===== src/rtl/i2cb_pkg.sv =====
// Shared types for the I2C bit engine: command codes, step phases, and the
// per-step line action record. Assumes codes not listed are never executed.
package i2cb_pkg;

    typedef enum logic [2:0] {
        OP_NONE    = 3'd0,
        OP_RECOVER = 3'd1,
        OP_START   = 3'd2,
        OP_STOP    = 3'd3,
        OP_WRITE   = 3'd4,
        OP_READ    = 3'd5
    } op_e;

    typedef enum logic [3:0] {
        PH_IDLE,
        PH_REL,
        PH_PULSE,
        PH_START,
        PH_STOP,
        PH_WBIT,
        PH_WACK,
        PH_RBIT,
        PH_RACK
    } phase_e;

    typedef struct packed {
        logic set_scl;
        logic scl_v;
        logic set_sda;
        logic sda_v;
    } line_act_t;

    // Line action applied when step 'sub' of phase 'ph' begins.
    function automatic line_act_t step_action(input phase_e ph, input logic [2:0] sub,
                                              input logic dbit, input logic nk);
        line_act_t a;
        a = '{set_scl: 1'b0, scl_v: 1'b1, set_sda: 1'b0, sda_v: 1'b1};
        case (ph)
            PH_REL: begin
                a.set_scl = 1'b1; a.scl_v = 1'b1;
                a.set_sda = 1'b1; a.sda_v = 1'b1;
            end
            PH_PULSE: begin
                if (sub == 3'd0) begin a.set_scl = 1'b1; a.scl_v = 1'b0; end
                if (sub == 3'd2) begin a.set_scl = 1'b1; a.scl_v = 1'b1; end
            end
            PH_START: begin
                if (sub == 3'd1) begin a.set_sda = 1'b1; a.sda_v = 1'b1; end
                if (sub == 3'd2) begin a.set_scl = 1'b1; a.scl_v = 1'b1; end
                if (sub == 3'd3) begin a.set_sda = 1'b1; a.sda_v = 1'b0; end
            end
            PH_STOP: begin
                if (sub == 3'd0) begin a.set_scl = 1'b1; a.scl_v = 1'b0; end
                if (sub == 3'd1) begin a.set_sda = 1'b1; a.sda_v = 1'b0; end
                if (sub == 3'd2) begin a.set_scl = 1'b1; a.scl_v = 1'b1; end
                if (sub == 3'd3) begin a.set_sda = 1'b1; a.sda_v = 1'b1; end
            end
            PH_WBIT, PH_RBIT: begin
                if (sub == 3'd0) begin a.set_scl = 1'b1; a.scl_v = 1'b0; end
                if (sub == 3'd1) begin
                    a.set_sda = 1'b1;
                    a.sda_v   = (ph == PH_WBIT) ? dbit : 1'b1;
                end
                if (sub == 3'd2) begin a.set_scl = 1'b1; a.scl_v = 1'b1; end
            end
            PH_WACK, PH_RACK: begin
                if (sub == 3'd0) begin a.set_scl = 1'b1; a.scl_v = 1'b0; end
                if (sub == 3'd1) begin
                    a.set_sda = 1'b1;
                    a.sda_v   = (ph == PH_WACK) ? 1'b1 : nk;
                end
                if (sub == 3'd2) begin a.set_scl = 1'b1; a.scl_v = 1'b1; end
                if (sub == 3'd4) begin a.set_scl = 1'b1; a.scl_v = 1'b0; end
            end
            default: a = '{set_scl: 1'b0, scl_v: 1'b1, set_sda: 1'b0, sda_v: 1'b1};
        endcase
        return a;
    endfunction

endpackage


===== src/rtl/i2cb_quarter_tick.sv =====
// Quarter-bit tick divider. Emits one tick every QDIV clocks while 'run' is
// high and restarts its count on 'restart'. Assumes QDIV >= 2.
module i2cb_quarter_tick #(
    parameter int QDIV = 4
) (
    input  logic clk,
    input  logic rst_n,
    input  logic restart,
    input  logic run,
    output logic tick
);
    localparam int TW = (QDIV > 1) ? $clog2(QDIV) : 1;
    localparam logic [TW-1:0] LAST = TW'(QDIV - 1);

    logic [TW-1:0] cnt_q;

    // Count clocks within the current quarter period.
    always_ff @(posedge clk) begin
        if (!rst_n || restart) begin
            cnt_q <= '0;
        end else if (run) begin
            if (cnt_q == LAST) cnt_q <= '0;
            else               cnt_q <= cnt_q + 1'b1;
        end
    end

    assign tick = run && (cnt_q == LAST);

endmodule


===== src/rtl/i2cb_od_lines.sv =====
// Open-drain line holders for SCL and SDA. A level of 1 means released and 0
// means pulled low. Both reset to released. Assumes actions come one per step.
module i2cb_od_lines
    import i2cb_pkg::*;
(
    input  logic      clk,
    input  logic      rst_n,
    input  logic      apply,
    input  line_act_t act,
    output logic      scl_oe,
    output logic      sda_oe
);
    logic scl_lvl_q;
    logic sda_lvl_q;

    // Hold the requested level of each line until the next action changes it.
    always_ff @(posedge clk) begin
        if (!rst_n) begin
            scl_lvl_q <= 1'b1;
            sda_lvl_q <= 1'b1;
        end else if (apply) begin
            if (act.set_scl) scl_lvl_q <= act.scl_v;
            if (act.set_sda) sda_lvl_q <= act.sda_v;
        end
    end

    assign scl_oe = ~scl_lvl_q;
    assign sda_oe = ~sda_lvl_q;

endmodule


===== src/rtl/i2cb_step_ctrl.sv =====
// Command sequencer. Walks each command through its phases and quarter steps,
// requests line actions, samples SDA, and registers results. Assumes 'tick'
// comes from a divider restarted on acceptance.
module i2cb_step_ctrl
    import i2cb_pkg::*;
#(
    parameter int BYTE_W = 8,
    parameter int NPULSE = 9
) (
    input  logic              clk,
    input  logic              rst_n,
    input  logic              cmd_valid,
    input  logic [2:0]        cmd_op,
    input  logic [BYTE_W-1:0] cmd_wdata,
    input  logic              cmd_nack,
    input  logic              tick,
    input  logic              sda_in,
    output logic              busy,
    output logic              done,
    output logic              restart,
    output logic              apply,
    output line_act_t         act,
    output logic [BYTE_W-1:0] rd_data,
    output logic              ack_out
);
    localparam int MAXN = (BYTE_W > NPULSE) ? BYTE_W : NPULSE;
    localparam int CW   = $clog2(MAXN + 1);
    localparam logic [CW-1:0] LAST_BIT   = CW'(BYTE_W - 1);
    localparam logic [CW-1:0] LAST_PULSE = CW'(NPULSE - 1);

    phase_e            phase_q, nxt_ph, first_ph;
    logic [2:0]        sub_q, nxt_sub;
    logic [CW-1:0]     bit_q, nxt_bit;
    logic [BYTE_W-1:0] wsh_q, rsh_q, rd_q;
    logic              nack_q, ack_smp_q, ack_q, busy_q, done_q;
    logic              valid_op, accept, step, fin;

    // Decode a request into its first phase.
    always_comb begin
        valid_op = 1'b1;
        first_ph = PH_IDLE;
        case (cmd_op)
            OP_RECOVER: first_ph = PH_REL;
            OP_START:   first_ph = PH_START;
            OP_STOP:    first_ph = PH_STOP;
            OP_WRITE:   first_ph = PH_WBIT;
            OP_READ:    first_ph = PH_RBIT;
            default:    valid_op = 1'b0;
        endcase
    end

    assign accept  = cmd_valid && !busy_q && valid_op;
    assign step    = busy_q && tick;
    assign restart = accept;

    // Work out the step that follows the current one, and whether it is the last.
    always_comb begin
        nxt_ph  = phase_q;
        nxt_sub = sub_q + 3'd1;
        nxt_bit = bit_q;
        fin     = 1'b0;
        case (phase_q)
            PH_REL: begin
                nxt_ph  = PH_PULSE;
                nxt_sub = 3'd0;
                nxt_bit = '0;
            end
            PH_PULSE: begin
                if (sub_q == 3'd3) begin
                    nxt_sub = 3'd0;
                    if (bit_q == LAST_PULSE) nxt_ph = PH_STOP;
                    else                     nxt_bit = bit_q + 1'b1;
                end
            end
            PH_START, PH_STOP: begin
                if (sub_q == 3'd3) fin = 1'b1;
            end
            PH_WBIT: begin
                if (sub_q == 3'd3) begin
                    nxt_sub = 3'd0;
                    if (bit_q == LAST_BIT) nxt_ph = PH_WACK;
                    else                   nxt_bit = bit_q + 1'b1;
                end
            end
            PH_RBIT: begin
                if (sub_q == 3'd3) begin
                    nxt_sub = 3'd0;
                    if (bit_q == LAST_BIT) nxt_ph = PH_RACK;
                    else                   nxt_bit = bit_q + 1'b1;
                end
            end
            PH_WACK, PH_RACK: begin
                if (sub_q == 3'd4) fin = 1'b1;
            end
            default: fin = 1'b1;
        endcase
    end

    // Choose the line action that opens the step now beginning.
    always_comb begin
        if (accept) act = step_action(first_ph, 3'd0, cmd_wdata[BYTE_W-1], cmd_nack);
        else        act = step_action(nxt_ph, nxt_sub, wsh_q[BYTE_W-1], nack_q);
    end

    assign apply = accept || (step && !fin);

    // Sequencer state, shift registers, sampling and result registers.
    always_ff @(posedge clk) begin
        if (!rst_n) begin
            phase_q   <= PH_IDLE;
            sub_q     <= 3'd0;
            bit_q     <= '0;
            wsh_q     <= '0;
            rsh_q     <= '0;
            rd_q      <= '0;
            nack_q    <= 1'b0;
            ack_smp_q <= 1'b0;
            ack_q     <= 1'b0;
            busy_q    <= 1'b0;
            done_q    <= 1'b0;
        end else begin
            done_q <= 1'b0;
            if (accept) begin
                busy_q  <= 1'b1;
                phase_q <= first_ph;
                sub_q   <= 3'd0;
                bit_q   <= '0;
                wsh_q   <= cmd_wdata;
                rsh_q   <= '0;
                nack_q  <= cmd_nack;
            end else if (step) begin
                if (phase_q == PH_WACK && sub_q == 3'd3) ack_smp_q <= sda_in;
                if (phase_q == PH_RBIT && sub_q == 3'd2) rsh_q <= {rsh_q[BYTE_W-2:0], sda_in};
                if (phase_q == PH_WBIT && sub_q == 3'd3) wsh_q <= {wsh_q[BYTE_W-2:0], 1'b0};
                if (fin) begin
                    busy_q  <= 1'b0;
                    done_q  <= 1'b1;
                    phase_q <= PH_IDLE;
                    if (phase_q == PH_WACK) ack_q <= ack_smp_q;
                    if (phase_q == PH_RACK) rd_q  <= rsh_q;
                end else begin
                    phase_q <= nxt_ph;
                    sub_q   <= nxt_sub;
                    bit_q   <= nxt_bit;
                end
            end
        end
    end

    assign busy    = busy_q;
    assign done    = done_q;
    assign rd_data = rd_q;
    assign ack_out = ack_q;

endmodule


===== src/rtl/i2c_bit_engine.sv =====
// Top of the I2C bit-level master. Joins the tick divider, the command
// sequencer and the open-drain line holders. Assumes an external pull-up
// on both lines and a target that does not stretch SCL.
module i2c_bit_engine #(
    parameter int QDIV   = 4,
    parameter int BYTE_W = 8,
    parameter int NPULSE = 9
) (
    input  logic              clk,
    input  logic              rst_n,
    input  logic              cmd_valid,
    input  logic [2:0]        cmd_op,
    input  logic [BYTE_W-1:0] cmd_wdata,
    input  logic              cmd_nack,
    input  logic              sda_in,
    output logic              busy,
    output logic              done,
    output logic [BYTE_W-1:0] rd_data,
    output logic              ack_out,
    output logic              scl_oe,
    output logic              sda_oe
);
    import i2cb_pkg::*;

    logic      quarter_tick;
    logic      tick_restart;
    logic      line_apply;
    line_act_t line_act;

    i2cb_quarter_tick #(.QDIV(QDIV)) u_tick (
        .clk     (clk),
        .rst_n   (rst_n),
        .restart (tick_restart),
        .run     (busy),
        .tick    (quarter_tick)
    );

    i2cb_step_ctrl #(.BYTE_W(BYTE_W), .NPULSE(NPULSE)) u_ctrl (
        .clk       (clk),
        .rst_n     (rst_n),
        .cmd_valid (cmd_valid),
        .cmd_op    (cmd_op),
        .cmd_wdata (cmd_wdata),
        .cmd_nack  (cmd_nack),
        .tick      (quarter_tick),
        .sda_in    (sda_in),
        .busy      (busy),
        .done      (done),
        .restart   (tick_restart),
        .apply     (line_apply),
        .act       (line_act),
        .rd_data   (rd_data),
        .ack_out   (ack_out)
    );

    i2cb_od_lines u_lines (
        .clk    (clk),
        .rst_n  (rst_n),
        .apply  (line_apply),
        .act    (line_act),
        .scl_oe (scl_oe),
        .sda_oe (sda_oe)
    );

endmodule


===== config.mk =====
export PLATFORM = sky130hd
export DESIGN_NAME = i2c_bit_engine
export DESIGN_NICKNAME = d
export VERILOG_FILES = /design/src/rtl/i2cb_pkg.sv /design/src/rtl/i2cb_quarter_tick.sv /design/src/rtl/i2cb_od_lines.sv /design/src/rtl/i2cb_step_ctrl.sv /design/src/rtl/i2c_bit_engine.sv
export SDC_FILE = /design/constraint.sdc
export NUM_CORES = 1
export LEC_CHECK = 0
export BUFFER_PORTS_ARGS = -buffer_cell sky130_fd_sc_hd__buf_2
export CORE_MARGIN = 5
export CORE_UTILIZATION = 59
export CTS_CLUSTER_DIAMETER = 60
export CTS_CLUSTER_SIZE = 25
export DETAILED_ROUTE_END_ITERATION = 12
export PLACE_DENSITY = 0.8
export RECOVER_POWER = 50
export SYNTH_ARGS = -nofsm -noshare
export SYNTH_HDL_FRONTEND = slang
export SYNTH_SLANG_ARGS = --single-unit

===== constraint.sdc =====
create_clock -name clk -period 2.7 [get_ports clk]
set_input_delay 0.54 -clock clk [delete_from_list [all_inputs] [get_ports clk]]
set_output_delay 0.54 -clock clk [all_outputs]
set_load 0.03 [all_outputs]

==> results.cfg <==
[run_status]
status = completed

[layout]
n_antenna_cell = 0
layout-drive-gt1-share_pct = 13.5
layout_common_cells = dfxtp_1 (44), nor2_1 (32), nand2_1 (29), mux2i_1 (28), a21oi_1 (23)
final_common_cell = dfxtp_1
syn_to_final_growth_pct = 9.08
stdcell_count = 399
fin_nets = 372
fin_util_pct = 67.2

[synthesis]
ys.flop_type = dfxtp_1
synth_warnings = 0
synth_edf_count = 0
async_reset_ff_share_pct = 0
synthCells = 320
syn_avg_cell_area_um2 = 8.44
ys_types = 62
syn-cell-area_um2 = 2700
synth_seq_cells = 44
yosysSeqAreaShare_pct = 32.6
synth_fp_nets = 345

[place]
pre_cts_slack_ns = 0.279
hpwl_mm = 4.28
place_inst = 392
place.gp.congestion = 0.880
io_buffers = 28

[global_route]
grt_pass1_wl_mm = 10.2
grt_max_degree = 28
antenna_found_initial = 0
grt_pass1_vias = 2252
overflow = 0
grtUsageTotal_pct = 20.2

[drt]
via_per_inst = 5.82
drc = 0
wl_mm = 5.93
dr.pass1.iters = 4
ant_nets = 0
via_count = 2323
drtIter0Drc = 210
wl_per_cell_um = 14.9

[sta]
worst_pin_slew_ns = 0.902
rsz0062_at_grt = false
fin_crit_sh_pct = 91.8
slew_headroom_pct = 39.9
fin_ws_ns = 0.221
max_freq_mhz = 403
setup-tns-final_ns = 0
final_max_slew_viol_count = 0
period_minus_slack_ns = 2.48
hold_viol = 0
finalSetupViolCount = 0
clock_skew_ns = 0.00297

[setup_path]
path_buf_inv = 3
cp_max_fo = 23
cp.arrival_ns = 2.68
crit_path_top_delay_cell = clkbuf_1
worstSetupPathType = in2reg
max_stage_delay_ns = 0.68
endpoint_kind = register
required_ns = 2.90
crit_chain = buf_2, inv_1, ha_1, a21bo_2, nand3b_1, clkbuf_1, nor2_1, a31oi_1, o21ai_0, and2_1
crit_path_start_kind = primary input
cp_top_family = buffers and inverters

[power]
p_leak_uw = 0.00117
vdd_drop_max_v = 0.000399
pwr-share-clk_pct = 31.7
power_frac_seq_pct = 55.2
powerDensity_nw_per_um2 = 423
power.switching_uw = 335
power.internal_uw = 911
power_frac_comb_pct = 13.1
swShare_pct = 26.9

[floorplanning]
fp-row-count = 24
dieArea_um2 = 6030
die_h_um = 77.7
start_util_pct = 61.6
coreArea_um2 = 4380
die_w_um = 77.7
pin_count = 29

[clock_network]
clockRootBuffer = clkbuf_8
clk_pin_slew_ns = 0.08
clk_latency_ns = 0.30
numCtsBuffers = 5
cts_resized = 0
cts_sinks = 44
hold_buffers = 0
post_cts_buffers = 0
tritoncts = built
htreeDepth = 2
clk_path_buf_depth = 2

[min_path]
hold_class = in2reg

[run]
maxCapViolCount = 0
-- through the flow --
stage,area [µm²],total power (µW),hold slack (ns)
5_1_grt,2950,1320,0.493
3_3_place_gp,2890,862,0.471
6_report,2950,1250,0.477
2_1_floorplan,2700,822,0.444
3_5_place_dp,2890,866,0.478
4_1_cts,2980,1260,0.471
-- layer usage --
metal,wire length (µm),vias to the layer above,global-route usage [%]
met4,82,0,6.01
met5,0,-,0
li1,-,1186,-
met2,2630,65,32.1
met1,2900,1065,27.8
met3,311,7,3.94
-- path summary, 6_finish.rpt --
path / from / endpoint / slack, ns / depth (start not counted)
worst max-delay path: cmd_op[1] / u_ctrl.phase_q[2]$_SDFFE_PN0P_ / 0.22 / 10
worst min-delay path: cmd_wdata[1] / u_ctrl.wsh_q[1]$_SDFFE_PN0P_ / 0.48 / 2
worst max register to register: u_ctrl.sub_q[1]$_SDFFE_PP0P_ / u_lines.sda_lvl_q$_SDFFE_PN1P_ / 0.24 / 9
worst min register to register: u_ctrl.nack_q$_SDFFE_PN0P_ / u_ctrl.nack_q$_SDFFE_PN0P_ / 0.49 / 2
-- power by group through the flow --
stage	Combinational, µW	Sequential, µW	Clock, µW
finish	163	688	395
global route	182	692	442
CTS	165	687	407
detailed placement	163	703	0
global placement	160	702	0
floorplan	129	693	0
-- kinds of logic after synthesis --
kind of cell	share of synthesized area [%]
buffers and inverters	5.70
AND/OR/NAND/NOR	26.6
flip-flops	32.6
adder cells (fa/ha/maj)	4.17
AO/OA/AOI/OAI	19.4
XOR/XNOR	0.324
multiplexers	11.2
-- flip-flops by register name, summed over array words and instances (netlist names), 2 cells and up --
signal	count
u_ctrl.bit_q	4
u_ctrl.phase_q	4
u_ctrl.rd_data	8
u_ctrl.rsh_q	8
u_ctrl.sub_q	3
u_ctrl.wsh_q	8
u_tick.cnt_q	2
-- final cells by class --
type	instances	area, µm²
clock inverters	2	12.5
flip-flops and latches	44	881
repair buffers	40	203
fillers	381	1440
inverters	14	52.6
multi-input cells	242	1660
well taps	52	65.1
clock buffers	5	68.8
-- Yosys cell counts (3+ instances only) --
master    count  share of area, %
nor2b_1      17               3.9
a21oi_1      23               4.3
buf_2         5              0.93
and3b_1       3              0.97
nor2_1       32               4.4
nand2_2       4              0.93
a21boi_0      3              0.83
dfxtp_1      44                33
mux2i_1      28                10
o21ai_0      16               3.0
o211a_1       8               3.0
inv_1        14               1.9
nand3_1       4              0.74
nand3b_1      3              0.83
nor4_1        4              0.93
a22oi_1       3              0.83
ha_1          9               4.2
nand2b_1      6               1.4
nand2_1      28               3.9
clkbuf_1     10               1.4
nor3_1        5              0.93
No activity file was read; power rests on OpenSTA's default activity.
